--- config.mk ---
export PLATFORM = sky130hd
export DESIGN_NAME = inj_seq_top
export DESIGN_NICKNAME = d
export VERILOG_FILES = /design/src/rtl/inj_seq_pkg.sv /design/src/rtl/inj_cfg_reg.sv /design/src/rtl/inj_seq_ctrl.sv /design/src/rtl/inj_seq_top.sv
export SDC_FILE = /design/constraint.sdc
export NUM_CORES = 1
export LEC_CHECK = 0
export BUFFER_PORTS_ARGS = -buffer_cell sky130_fd_sc_hd__buf_2
export CAP_MARGIN = 20
export CORE_ASPECT_RATIO = 0.5
export CORE_MARGIN = 2
export CORE_UTILIZATION = 54
export DETAILED_ROUTE_END_ITERATION = 8
export PLACE_DENSITY = 0.84
export SLEW_MARGIN = 20
export SYNTH_ARGS = -nofsm -noshare
export SYNTH_HDL_FRONTEND = slang
export SYNTH_SLANG_ARGS = --single-unit
export TNS_END_PERCENT = 20
--- constraint.sdc ---
create_clock -name clk -period 3.41 [get_ports clk]
set_clock_uncertainty 0.1 [all_clocks]
set_input_delay 0.341 -clock clk [delete_from_list [all_inputs] [get_ports clk]]
set_output_delay 0.341 -clock clk [all_outputs]
set_load 0.005 [all_outputs]
--- src/rtl/inj_seq_pkg.sv ---
package inj_seq_pkg;
  typedef enum logic [1:0] {ST_IDLE, ST_ISSUE, ST_WAIT} seq_state_t;
endpackage

--- src/rtl/inj_cfg_reg.sv ---
module inj_cfg_reg #(
  parameter int DW   = 32,
  parameter int USED = 22
) (
  input  logic          clk,
  input  logic          rst,
  input  logic          we,
  input  logic [DW-1:0] wdata,
  output logic [DW-1:0] rdata
);
  localparam logic [DW-1:0] MASK = {{(DW-USED){1'b0}}, {USED{1'b1}}};

  always_ff @(posedge clk) begin
    if (rst)     rdata <= '0;
    else if (we) rdata <= wdata & MASK;
  end
endmodule

--- src/rtl/inj_seq_ctrl.sv ---
module inj_seq_ctrl
  import inj_seq_pkg::*;
#(
  parameter int SLOTS = 4,
  parameter int CHW   = 5,
  parameter int LENW  = 2,
  parameter int MAXCH = 18,
  localparam int USED = SLOTS*CHW + LENW
) (
  input  logic            clk,
  input  logic            rst,
  input  logic [USED-1:0] cfg,
  input  logic            trig,
  input  logic            conv_done,
  output logic            conv_start,
  output logic [CHW-1:0]  conv_chan,
  output logic            busy,
  output logic            chan_err,
  output logic            seq_done
);
  localparam int IDXW = (SLOTS > 1) ? $clog2(SLOTS) : 1;
  localparam logic [IDXW-1:0] LAST = IDXW'(SLOTS-1);

  logic [CHW-1:0]  slot_cfg [SLOTS];
  logic [CHW-1:0]  slot_q   [SLOTS];
  logic [LENW-1:0] len_code;
  logic [IDXW-1:0] idx_q, first_idx;
  logic [CHW-1:0]  cur_chan;
  logic            cur_bad, at_last;
  seq_state_t      state;

  for (genvar gi = 0; gi < SLOTS; gi++) begin : g_slot
    assign slot_cfg[gi] = cfg[gi*CHW +: CHW];
  end

  assign len_code  = cfg[SLOTS*CHW +: LENW];
  assign first_idx = LAST - IDXW'(len_code);
  assign cur_chan  = slot_q[idx_q];
  assign cur_bad   = cur_chan > CHW'(MAXCH);
  assign at_last   = idx_q == LAST;

  always_ff @(posedge clk) begin
    if (rst) begin
      state      <= ST_IDLE;
      idx_q      <= '0;
      busy       <= 1'b0;
      conv_start <= 1'b0;
      conv_chan  <= '0;
      chan_err   <= 1'b0;
      seq_done   <= 1'b0;
      for (int i = 0; i < SLOTS; i++) slot_q[i] <= '0;
    end else begin
      conv_start <= 1'b0;
      chan_err   <= 1'b0;
      seq_done   <= 1'b0;
      case (state)
        ST_IDLE: begin
          if (trig) begin
            for (int i = 0; i < SLOTS; i++) slot_q[i] <= slot_cfg[i];
            idx_q <= first_idx;
            busy  <= 1'b1;
            state <= ST_ISSUE;
          end
        end
        ST_ISSUE: begin
          if (cur_bad) begin
            chan_err <= 1'b1;
            if (at_last) begin
              seq_done <= 1'b1;
              busy     <= 1'b0;
              state    <= ST_IDLE;
            end else begin
              idx_q <= idx_q + 1'b1;
            end
          end else begin
            conv_start <= 1'b1;
            conv_chan  <= cur_chan;
            state      <= ST_WAIT;
          end
        end
        ST_WAIT: begin
          if (conv_done) begin
            if (at_last) begin
              seq_done <= 1'b1;
              busy     <= 1'b0;
              state    <= ST_IDLE;
            end else begin
              idx_q <= idx_q + 1'b1;
              state <= ST_ISSUE;
            end
          end
        end
        default: state <= ST_IDLE;
      endcase
    end
  end
endmodule

--- src/rtl/inj_seq_top.sv ---
module inj_seq_top #(
  parameter int DW    = 32,
  parameter int SLOTS = 4,
  parameter int CHW   = 5,
  parameter int LENW  = 2,
  parameter int MAXCH = 18
) (
  input  logic           clk,
  input  logic           rst,
  input  logic           cfg_we,
  input  logic [DW-1:0]  cfg_wdata,
  output logic [DW-1:0]  cfg_rdata,
  input  logic           trig,
  output logic           conv_start,
  output logic [CHW-1:0] conv_chan,
  input  logic           conv_done,
  output logic           busy,
  output logic           chan_err,
  output logic           seq_done
);
  localparam int USED = SLOTS*CHW + LENW;

  inj_cfg_reg #(.DW(DW), .USED(USED)) u_reg (
    .clk(clk), .rst(rst), .we(cfg_we), .wdata(cfg_wdata), .rdata(cfg_rdata)
  );

  inj_seq_ctrl #(.SLOTS(SLOTS), .CHW(CHW), .LENW(LENW), .MAXCH(MAXCH)) u_ctrl (
    .clk(clk), .rst(rst), .cfg(cfg_rdata[USED-1:0]), .trig(trig),
    .conv_done(conv_done), .conv_start(conv_start), .conv_chan(conv_chan),
    .busy(busy), .chan_err(chan_err), .seq_done(seq_done)
  );
endmodule

# ---- After elaboration in Yosys (flattened, before gate mapping)
# Memories as Yosys holds them, arrays and structs flattened. A register that Yosys moved wholly into a read port is not among the register bits.
# Index checks and enable logic that the tools add are counted.
dict set report word_totals {
  register_bits 35
  mem_bits_rw 20
  input_bits 37
  output_inout_bits 41
  elab_cells 65
  memories 1
}
# memory depth width rd rd_clocked_by_memory_dff wr line_no
set memory_table {}
lappend memory_table {u_ctrl.slot_q 4 5 1 1 4 inj_seq_ctrl.sv:25} ;# logic [CHW-1:0] slot_q [SLOTS];
dict set report classes {
  addsub 2
  magnitude_cmp 1
  n_eq_ne 7
  mux 34
  bitwise 6
  reduce_logical 6
}
# cell n
set op_table {}
lappend op_table {{2-bit two-way mux} 10}
lappend op_table {{5-bit two-way mux} 4}
lappend op_table {{1-bit two-way mux} 16}
lappend op_table {{2-bit case mux with 3 select lines} 2}
lappend op_table {{5-bit > comparator, second input constant} 1}
lappend op_table {{2-bit equality test, second input constant} 2}
lappend op_table {{2-bit inequality test, second input constant} 2}
lappend op_table {{1-bit OR} 4}
lappend op_table {{4-bit AND reduction} 1}
lappend op_table {{3-bit inequality test, second input constant} 1}
lappend op_table {{1-bit case mux with 3 select lines} 1}
lappend op_table {{3-bit AND reduction} 1}
lappend op_table {{3-bit nonzero test} 1}
lappend op_table {{2-bit by 1-bit adder with 2-bit output, second input constant} 1}
lappend op_table {{2-bit by 1-bit equality test with 1-bit output, second input constant} 1}
lappend op_table {{2-bit logical NOT} 1}
lappend op_table {{2-bit by 1-bit inequality test with 1-bit output, second input constant} 1}
lappend op_table {{1-bit inverter} 2}
lappend op_table {{1-bit case mux with 2 select lines} 1}
lappend op_table {{2-bit AND reduction} 1}
lappend op_table {{2-bit OR reduction} 1}
lappend op_table {{2-bit subtractor, first input constant} 1}

# ---- Logic depth before layout (Yosys ltp)
dict set report depth {
  depth_word 6
  mapped_depth 7
  ltp_nobuf 7
}

# ---- Modules after synthesis
# Synthesis repeated with hierarchy kept, for this count alone.
dict set report hier_totals {
  hier_cells 210
  area_unflattened_um2 2482.4
}
# mod instances cells_per_inst area_each_um2 seq_area_each_um2
set by_module_without_submodules {}
lappend by_module_without_submodules {inj_seq_ctrl 1 128 1601.5 900.9}
lappend by_module_without_submodules {inj_cfg_reg 1 82 880.8 440.4}

# ---- Worst setup path before layout
# No wires, ideal clock.
dict set report synth_timing {
  path_kind {register -> register}
  from {register (tool-made name)}
  to {register u_ctrl.state[1]}
  setup_time_ps 87
  arrival_time_ps 1677
  required_ps 3223
  setup_slack_ps 1546
  path_stages_with_launch 7
  path_buffers 1
  synth_period_minus_slack_ps 1864
  path_cell_list {dfxtp_1 buf_6 mux4_2 a211oi_2 o21ai_2 or3_1 o31ai_1}
}
# element line_no
set synth_lines {}
lappend synth_lines {{end signal: assignment} inj_seq_ctrl.sv:44} ;# state <= ST_IDLE;
lappend synth_lines {{end signal: assignment} inj_seq_ctrl.sv:62} ;# state <= ST_ISSUE;
lappend synth_lines {{end signal: assignment} inj_seq_ctrl.sv:71} ;# state <= ST_IDLE;
lappend synth_lines {{end: declaration} inj_seq_ctrl.sv:30} ;# seq_state_t state;

==> flow_summary_export.csv <==
group,metric,value,unit
status,status,"finished, final reports clean",
grt,antenna_found_initial,0,
logic_synthesis,synthCells,204,
logic_synthesis,ys_seq_elements,57,
logic_synthesis,synthesis.area,2392,um2
routing,routed_via_density,5.022,
timing,hold_viol_final,0,
routing,route.vias.total,1617,
clock_tree,cts_sinks,57,
clock_tree,post_cts_resized,0,
setup_path,crit_fanout,13,
logic_synthesis,yosysSeqAreaShare,56.07,%
routing,ant_nets,0,
routing,first_pass_iters,5,
pwr,peakVddDrop,0.3206,mV
routing,post_drt_wl_per_cell,13.31,um
setup_path,critical_path_required,3.55,ns
logic_synthesis,synthTopCellsByArea,"dfxtp_1 31%, edfxtp_1 25%, mux2i_1 11%, and2_1 5.2%, nor2_1 5.2%",
layout,nFillCells,334,
clock_tree,clk_pin_slew,0.06,ns
routing,routed_wl,4.285,mm
layout,drive_above_1_share,29.06,%
clock_tree,cts_tree,"built",
logic_synthesis,synth_top_area_share,30.96,%
logic_synthesis,yosys_warnings,0,
place,dp_hpwl,2.969,mm
floorplanning,die_h,51.07,um
floorplanning,die_width,98.13,um
timing,fmax,0.4299,GHz
clock_tree,postCtsHoldBufs,0,
routing,first_iter_violations,91,
routing,drc_errors,0,
clock_tree,cts_buffer_depth,2,
setup_path,worstSetupPathType,"reg -> reg",
floorplanning,dieArea,5011,um2
layout,nets,301,
floorplanning,ios,78,
setup_path,reg2reg_to,"u_ctrl.state[1]",
layout,utilization,65.55,%
floorplanning,core_region_area,4318,um2
logic_synthesis,syn_avg_cell_area,11.73,um2
setup_path,cp.arrival,2.46,ns
hold_path,worstHoldPathType,"in -> reg",
timing,finalSetupTns,0,ns
timing,min_period,2.326,ns
timing,final_max_slew_viol_count,0,
place,place_area,2651,um2
grt,grt.overflow.total,0,
grt,grtUsageTotal,18.90,%
clock_tree,insertion_delay,0.33,ns
job,cap_viol_max_count,0,
setup_path,worstSetupEndpoint,"u_ctrl.state[1]",
logic_synthesis,synthDistinctLibCells,32,
place,port_buffers,57,
setup_path,worst_setup_path_end_kind,"register",
grt,grt_max_degree,41,
timing,rsz0062_at_grt,"false",
pwr,power.total,1.962,mW
floorplanning,initial_utilization,55.40,%
grt,grt_pass1_vias,1542,
layout,finalInstanceArea,2830,um2
layout,final_common_cell,"buf_2",
clock_tree,htreeDepth,3,
setup_path,reg2reg_slack,1.08,ns
clock_tree,postCtsSetupBuffers,0,
timing,setup_viol,0,
logic_synthesis,synth_area_leader_cell,"dfxtp_1",
layout,diodes,0,
timing,timing.final.crit_share,68.21,%
layout,final_cell_mix,"57 x buf_2, 37 x dfxtp_1, 33 x nor2_1",
clock_tree,root_buffer,"clkbuf_8",
place,routabilityCongestion,0.7716,
timing,relSlewSlack,35.56,%
clock_tree,cts_made_buffers,9,
grt,grt_pass1_wl,7.100,mm
pwr,p_leak,1.357,nW
pwr,power_density,693.2,nW/um2
setup_path,worst-r2r-cell-count,5,
floorplanning,row_count,17,
timing,max_slew.worst_pin.slew,0.9630,ns
layout,area_delta_synth_final,18.31,%
setup_path,startpoint_type,"register",
sequential cells by signal (all words and copies together) (netlist names), named ones only:
register and flops:
u_ctrl.busy 1, u_reg.rdata 22, u_ctrl.seq_done 1, u_ctrl.slot_q 20
u_ctrl.state 2, u_ctrl.chan_err 1, u_ctrl.conv_start 1, u_ctrl.idx_q 2
u_ctrl.conv_chan 5
cell type report:
cell class | instances | area [um2] | area share [%]
Tap cell | 57 | 71.32 | 2.520
Sequential cell | 57 | 1341 | 47.39
Multi-Input combinational cell | 126 | 919.6 | 32.49
Clock buffer | 12 | 135.1 | 4.775
Clock inverter | 4 | 43.79 | 1.547
Inverter | 9 | 33.78 | 1.194
Timing Repair Buffer | 57 | 285.3 | 10.08
power by group:
| group | internal (mW) | leakage [nW] | switching (mW) |
|---|---|---|---|
| Combinational | 0.219 | 0.743 | 0.261 |
| Sequential | 0.832 | 0.522 | 0.0721 |
| Clock | 0.333 | 0.0918 | 0.245 |
| Total | 1.38 | 1.36 | 0.578 |
cells in the mapped netlist:
library cell,number
mux4_2,3
nor2_1,33
a31oi_1,1
o31ai_1,1
nand2_1,5
buf_6,2
o22ai_1,1
a211oi_2,1
a221oi_1,1
o32ai_1,2
o21ba_2,1
o21ai_2,1
and2_1,20
nor3b_1,1
dfxtp_1,37
a32o_1,2
ha_1,4
and3_1,1
nand3b_1,1
inv_1,9
nand2b_1,2
a41o_2,1
conb_1,1
mux4_1,2
clkbuf_1,9
a21oi_1,1
edfxtp_1,20
or3_1,2
mux2i_1,26
a2111oi_0,2
buf_4,10
or2_2,1
critical path, stage by stage, from the launching register on:
cell and delay [ns]:
dfxtp_1 0.49, mux4_2 0.57, a211oi_2 0.34, o21ai_2 0.25, or3_1 0.41, o31ai_1 0.08
how the worst min path moves through the flow:
stage	slack (ns)	end	from	cells after the start
6_report	0.14	u_reg.rdata[7]	cfg_wdata[7]	3
5_1_grt	0.13	u_reg.rdata[9]	cfg_wdata[9]	3
4_1_cts	0.13	u_reg.rdata[7]	cfg_wdata[7]	3
3_5_place_dp	0.37	u_ctrl.conv_chan[4]	u_ctrl.conv_chan[4]	2
3_3_place_gp	0.37	u_ctrl.conv_chan[4]	u_ctrl.conv_chan[4]	2
2_1_floorplan	0.36	u_ctrl.conv_chan[4]	u_ctrl.conv_chan[4]	2
logic make-up after synthesis:
logic type	after synthesis	synth area share (%)
simple gates	66	13.39
flops	57	56.07
fa+ha+maj	4	2.092
buf+inv	30	6.903
mux	31	15.90
compound gates	15	5.492
other cells	1	0.1568
routing by layer:
| layer | global-route usage [%] | part of all wire, % |
|---|---|---|
| met1 | 22.31 | 43 |
| met2 | 30.59 | 48 |
| met3 | 10.12 | 7.2 |
| met4 | 5.251 | 1.2 |
| met5 | 0 | 0 |
per-stage QoR:
stage,instances,setup slack (ns),hold slack (ns)
6_report,322,1.084,0.1424
5_1_grt,322,0.9736,0.1284
4_1_cts,322,1.080,0.1269
3_5_place_dp,306,1.110,0.3736
3_3_place_gp,306,1.137,0.3694
2_1_floorplan,213,1.546,0.3634
Power figures use the tool's default switching activity.
